`src/rtl/bae_pkg.sv`:
```
package bae_pkg;
    localparam int BYTE_W   = 8;
    localparam int LANES    = 4;
    localparam int WORD_W   = BYTE_W * LANES;
    localparam int OFS_W    = $clog2(LANES);
    localparam int WIN_BYTE = 2 * LANES;

    typedef logic [WORD_W-1:0] word_t;
    typedef logic [OFS_W-1:0]  ofs_t;

    typedef struct packed {
        word_t upper;
        word_t lower;
    } window_t;

    typedef struct packed {
        logic  valid;
        word_t data;
    } result_t;

    function automatic window_t order_words(input word_t hi, input word_t lo, input logic rev);
        window_t w;
        w.upper = rev ? lo : hi;
        w.lower = rev ? hi : lo;
        return w;
    endfunction
endpackage

```
`src/rtl/bae_order_swap.sv`:
```
module bae_order_swap
    import bae_pkg::*;
(
    input  word_t   hi_word,
    input  word_t   lo_word,
    input  logic    rev,
    output window_t win
);
    always_comb begin
        win = order_words(hi_word, lo_word, rev);
    end
endmodule

```
`src/rtl/bae_window_mux.sv`:
```
module bae_window_mux
    import bae_pkg::*;
(
    input  window_t win,
    input  ofs_t    ofs,
    output word_t   dout
);
    logic [WIN_BYTE*BYTE_W-1:0] flat;
    assign flat = win;

    for (genvar lane = 0; lane < LANES; lane++) begin : g_lane
        logic [BYTE_W-1:0] sel;
        always_comb begin
            sel = '0;
            for (int k = 0; k < LANES; k++) begin
                if (ofs == OFS_W'(k)) begin
                    sel = flat[(lane + k) * BYTE_W +: BYTE_W];
                end
            end
        end
        assign dout[lane * BYTE_W +: BYTE_W] = sel;
    end
endmodule

```
`src/rtl/bae_out_stage.sv`:
```
module bae_out_stage
    import bae_pkg::*;
(
    input  logic    clk,
    input  logic    rst,
    input  logic    load,
    input  word_t   din,
    output result_t res
);
    always_ff @(posedge clk) begin
        if (rst) begin
            res <= '0;
        end else begin
            res.valid <= load;
            if (load) begin
                res.data <= din;
            end
        end
    end
endmodule

```
`src/rtl/bae_align_top.sv`:
```
module bae_align_top
    import bae_pkg::*;
(
    input  logic              clk,
    input  logic              rst,
    input  logic              in_valid,
    input  logic [WORD_W-1:0] in_hi,
    input  logic [WORD_W-1:0] in_lo,
    input  logic [OFS_W-1:0]  in_ofs,
    input  logic              in_rev,
    output logic              out_valid,
    output logic [WORD_W-1:0] out_data
);
    window_t win;
    word_t   aligned;
    result_t res;

    bae_order_swap u_swap (
        .hi_word (in_hi),
        .lo_word (in_lo),
        .rev     (in_rev),
        .win     (win)
    );

    bae_window_mux u_mux (
        .win  (win),
        .ofs  (in_ofs),
        .dout (aligned)
    );

    bae_out_stage u_out (
        .clk  (clk),
        .rst  (rst),
        .load (in_valid),
        .din  (aligned),
        .res  (res)
    );

    assign out_valid = res.valid;
    assign out_data  = res.data;
endmodule

```
`config.mk`:
```
export PLATFORM = sky130hd
export DESIGN_NAME = bae_align_top
export DESIGN_NICKNAME = d
export VERILOG_FILES = /design/src/rtl/bae_pkg.sv /design/src/rtl/bae_order_swap.sv /design/src/rtl/bae_window_mux.sv /design/src/rtl/bae_out_stage.sv /design/src/rtl/bae_align_top.sv
export SDC_FILE = /design/constraint.sdc
export NUM_CORES = 1
export LEC_CHECK = 0
export ABC_AREA = 1
export BUFFER_PORTS_ARGS = -buffer_cell sky130_fd_sc_hd__buf_2
export CORE_MARGIN = 2
export CORE_UTILIZATION = 55
export DETAILED_ROUTE_END_ITERATION = 8
export HOLD_SLACK_MARGIN = 0.05
export MAX_ROUTING_LAYER = met4
export PLACE_DENSITY_LB_ADDON = 0.15
export SETUP_SLACK_MARGIN = 0.2
export SLEW_MARGIN = 20
export SYNTH_ARGS = -nofsm -noshare
export SYNTH_HDL_FRONTEND = slang
export SYNTH_SLANG_ARGS = --single-unit
```
`constraint.sdc`:
```
create_clock -name clk -period 2.45 [get_ports clk]
set_input_delay 0.245 -clock clk [delete_from_list [all_inputs] [get_ports clk]]
set_output_delay 0.245 -clock clk [all_outputs]
set_load 0.01 [all_outputs]
```
======== Word level (Yosys, flattened, before mapping) ========
Cells that the tools add are included.
cells by class
  add/subtract/negate cells ............... 0
  multiply operators ...................... 0
  divide/modulo/power cells ............... 0
  $lt $le $gt $ge ......................... 0
  equality and inequality tests ........... 3
  shift-type cells ........................ 0
  multiplexer cells ....................... 18
  bitwise operators ....................... 0
  reduce and logical (&&, ||, !) cells .... 1
operator list
  operator                                                          count
  8-bit 2-to-1 mux                                                  16
  32-bit 2-to-1 mux                                                 1
  24-bit 2-to-1 mux                                                 1
  2-bit == test (second input constant)                             2
  2-bit by 1-bit == test with 1-bit output (second input constant)  1
  2-bit zero test                                                   1
word-level totals
  bits in registers ....................... 33
  latch bits .............................. 0
  RAM bits ................................ 0
  memory bits (read-only) ................. 0
  bits of input ports ..................... 70
  logic and storage cells ................. 24
  memories kept ........................... 0

======== Depth between registers and ports, before layout ========
  word-level depth ........................ 5
  gate-level depth with buffers ........... 10
  mapped depth without buffers ............ 7

======== Cells and area by module ========
From an unflattened synthesis, not the netlist that was laid out.
second synthesis, totals
  cell total of the unflattened synthesis .. 598
  area total of the unflattened synthesis .. 3191.8 sq um
by module, submodules not included
  module          instances  cells each  area an instance (sq um)
  bae_out_stage   1          206         1352.5
  bae_window_mux  1          186         994.7
  bae_order_swap  1          206         844.6

======== Least setup slack after synthesis ========
No wires, ideal clock.
  kind .................................... input -> register
  start ................................... input port in_rev
  end ..................................... register, netlist name u_out.res[21]
  library setup time ...................... 0.132 ns
  arrival ................................. 1.125 ns
  path slack .............................. 1.193 ns
  stages .................................. 9
  buffers on the path ..................... 3
  cell sequence ........................... buf_2 -> inv_2 -> buf_4 -> buf_2 -> nand2_1 -> nand3_1 -> nand2_1 -> o21ai_0 -> a21oi_1
between the ends
  word-level cells in the longest chain between the ends .. 5
  elaborated cells between the ends (all ways) .. 6
  those cells by class .................... mux (6)
ends and longest elaborated chain
  element                        line                  RTL
  from (decl)                    bae_align_top.sv:10   input logic in_rev,
  32-bit 2-to-1 mux              bae_pkg.sv:24         w.lower = rev ? hi : lo;
  8-bit 2-to-1 mux (3 in a row)  bae_window_mux.sv:16  if (ofs == OFS_W'(k)) begin
  8-bit 2-to-1 mux *             bae_window_mux.sv:16
Every way passes the cells marked *; elsewhere a longest branch is shown, timed or not.
A chain may end at the register's enable or synchronous reset.

======== Worst setup path in the final report ========
  start ................................... input port in_ofs[0]
  end ..................................... register, netlist name u_out.res[2]
between the ends
  word-level cells in the longest chain between the ends .. 5
  elaborated cells between the ends (all ways) .. 8
  those cells by class .................... eq/ne (3); mux (4); reduce/logical (1)
ends and longest elaborated chain
  element                        line                  RTL
  from (decl)                    bae_align_top.sv:9    input logic [OFS_W-1:0] in_ofs,
  2-bit zero test                bae_window_mux.sv:16
  8-bit 2-to-1 mux (3 in a row)  bae_window_mux.sv:16
  8-bit 2-to-1 mux *             bae_window_mux.sv:16
Marks and branches as above.

==> metrics.yaml <==
run_status:
  run_status: "finished, final reports clean"
floorplanning:
  core.rowCount: 26
  core_outline_area_um2: 5070
  die_outline_area_um2: 5830
  io_pins: 103
  die_height_um: 76.4
  initial_utilization_pct: 56.7
  chipWidth_um: 76.4
yosys:
  async_flop_share_pct: 0
  synth_most_common_cell: "sky130_fd_sc_hd__nand2_1"
  synth_area_um2: 2880
  synth.largest_area_cell: "sky130_fd_sc_hd__nand2_1"
  synth.top_cells.by_count: "sky130_fd_sc_hd__nand2_1 (242), sky130_fd_sc_hd__inv_1 (63), sky130_fd_sc_hd__o21ai_0 (53)"
  number_of_enable_flip_flop_cells_after_synthesis: 0
  synth-seq-cells: 33
  post_synth_main_area_contributors: "sky130_fd_sc_hd__nand2_1 (32%), sky130_fd_sc_hd__dfxtp_1 (23%), sky130_fd_sc_hd__o21ai_0 (9.2%), sky130_fd_sc_hd__nand3_1 (8.3%), sky130_fd_sc_hd__inv_1 (8.2%)"
  postSynthAreaPerCell_um2: 5.13
  synth_top_area_share_pct: 31.6
  yosys.cell_types.count: 18
  synthesis.instances: 561
  yosysSeqAreaShare_pct: 22.9
  syn-num-nets: 631
  yosys_most_used_dff: "sky130_fd_sc_hd__dfxtp_1"
  ys.warnings.count: 0
worst_setup_path:
  timing.critical_path.slowest_stage_cell: "sky130_fd_sc_hd__nor2_2"
  path_class: "in -> reg"
  data_arrival_at_the_endpoint_of_the_critical_path_ps: 1780
  critical_path_buf_inv_count: 2
  startpoint_type: "input pin"
  max_stage_delay_ps: 540
  worstSetupEndpointType: "register"
  crit_chain: "buf_2 -> nor2_2 -> buf_4 -> o21ai_0 -> o21ai_0 -> nor2_1 -> nor2_1"
  path_delay_family: "simple AND/OR/NAND/NOR gates"
  cp_max_fo: 18
  timing.critical_path.required_ps: 2670
grt:
  globalRouteTotalUtil_pct: 31.9
  antenna_violations_before_repair: 0
  grt_remaining_overflow: 0
  first_global_vias: 3289
  grt_first_pass_wirelength_um: 15000
  largest_net_degree_at_the_start_of_global_routing: 68
clocking:
  post-cts-setup-buffers: 0
  numCtsBuffers: 5
  cts.hold.buffers_added: 0
  post_cts.resized_instances: 0
  cts_tree: "built"
  cts.sink_count: 33
  htree_num_levels: 2
  cts.root.buffer_cell: "sky130_fd_sc_hd__clkbuf_8"
  ctsLongestPathBuffers: 2
  cts.reportedPaths.clkPinSlew_ps: 70
  clk-insertion-delay-late_ps: 280
cells_and_area:
  fin_area_um2: 3470
  area.sequential_um2: 661
  antenna_cells: 0
  biggestRegsByFlops: "u_out.res: 33 flops"
  area_occupied_by_multi_input_gates_um2: 1800
  finalNetCount: 712
  synthToLayoutAreaGrowth_pct: 20.5
  nFillCells: 503
  drive_gt1_share_pct: 19.2
  flip_flop_count_of_the_largest_register_all_copies_and_words_added: 33
  top_register: "u_out.res"
route:
  drt_iter0_drcs: 260
  routedWlPerCell_um: 12.4
  drcViolationCount: 0
  drtAntennaViolNets: 0
  firstDrtPassIters: 5
  drt_wl_total_um: 8850
  avgViaCountPerCell: 5.19
  route.vias.total: 3693
timing:
  timing.final.crit_period_ps: 1560
  setup_slack_ps: 893
  fmax_ghz: 0.642
  layout_worst_path_cycle_share_pct: 63.6
  hold_viol: 0
  timing.hold.ws_ps: 355
  worst_slew_margin_rel_pct: 48.2
  grt_setup_unrepaired: "false"
  tightest_slew_ps: 776
  final-setup-viol-count: 0
  finClkSkew_ps: 0
  final_max_slew_viol_count: 0
  fin_setup_tns_ps: 0
power_and_ir_drop:
  static-leakage-power_nw: 2.06
  power.share.combinational_pct: 32.5
  cellInternalPower_uw: 985
  total_switching_power_uw: 532
  switching_share_pct: 35.1
  total_power_mw: 1.52
  share_seq_of_total_power_pct: 39.5
  vdd_ir_drop_max_mv: 0.272
  powerDensity_nw_per_um2: 437
  power.clock.fraction_pct: 28.0
placement:
  pre_cts_worst_setup_slack_ps: 667
  io_buffer_count: 102
  post_dp_cell_area_um2: 3380
  gp_congestion: 0.920
  place_hpwl_um: 6290
run:
  max_cap_viols: 0
worst_hold_path:
  min-delay-path-class: "in -> reg"
layout make-up:
| class | instances | share of cell area, % |
|---|---|---|
| Multi-Input combinational cell | 426 | 52.0 |
| Timing Repair Buffer | 110 | 16.8 |
| Sequential cell | 33 | 19.0 |
| Clock buffer | 7 | 2.49 |
| Inverter | 66 | 7.14 |
| Tap cell | 70 | 2.52 |
stage by stage:
stage / cells / utilization [%]
2_1_floorplan: 561 / -
3_3_place_gp: 705 / 66.7
3_5_place_dp: 705 / 66.7
4_1_cts: 712 / 68.4
5_1_grt: 712 / 68.4
6_report: 712 / 68.4
cell usage in the layout, fill, tap and decap left out, drive strengths merged:
| master | netlist | routed |
|---|---|---|
| nand2 | 243 | 243 |
| buf | 23 | 110 |
| inv | 66 | 66 |
| o21ai | 65 | 65 |
| nand3 | 48 | 48 |
| dfxtp | 33 | 33 |
| nor2 | 30 | 30 |
| a21oi | 28 | 28 |
| nor3 | 8 | 8 |
| clkbuf | 13 | 7 |
| nand4 | 2 | 2 |
| o21bai | 1 | 1 |
| or2 | 1 | 1 |
worst reg2reg max path, stage by stage (launching register included):
cell	delay (ps)
sky130_fd_sc_hd__dfxtp_1	390
sky130_fd_sc_hd__nand2_1	70
sky130_fd_sc_hd__a21oi_1	170
cell families after synthesis:
logic type / share of synthesized area, %
buffers and inverters: 14.6
AO/OA/AOI/OAI: 16.4
AND/OR/NAND/NOR: 46.1
flip-flops: 22.9
power groups by stage:
stage / Sequential (mW) / Combinational (mW) / Clock, mW
after floorplan: 0.628 / 0.293 / 0
after global placement: 0.609 / 0.482 / 0
after detailed placement: 0.610 / 0.487 / 0
after CTS: 0.598 / 0.489 / 0.426
after global routing: 0.602 / 0.561 / 0.452
final: 0.599 / 0.493 / 0.425
path summary, 6_finish.rpt:
kind,depth (start not counted),from,end,slack [ps]
setup / recovery,7,in_ofs[0],u_out.res[2],890
hold / removal,5,in_hi[6],u_out.res[6],350
setup reg to reg,2,u_out.res[18],u_out.res[18],1760
hold reg to reg,2,u_out.res[8],u_out.res[8],460
routing by layer:
metal	vias up	global-route usage [%]	routed length, µm
li1	1905	-	-
met1	1611	39.9	3880
met2	160	52.0	4080
met3	17	3.79	619
met4	0	13.8	268
met5	-	-	0
Power figures use the tool's default switching activity.
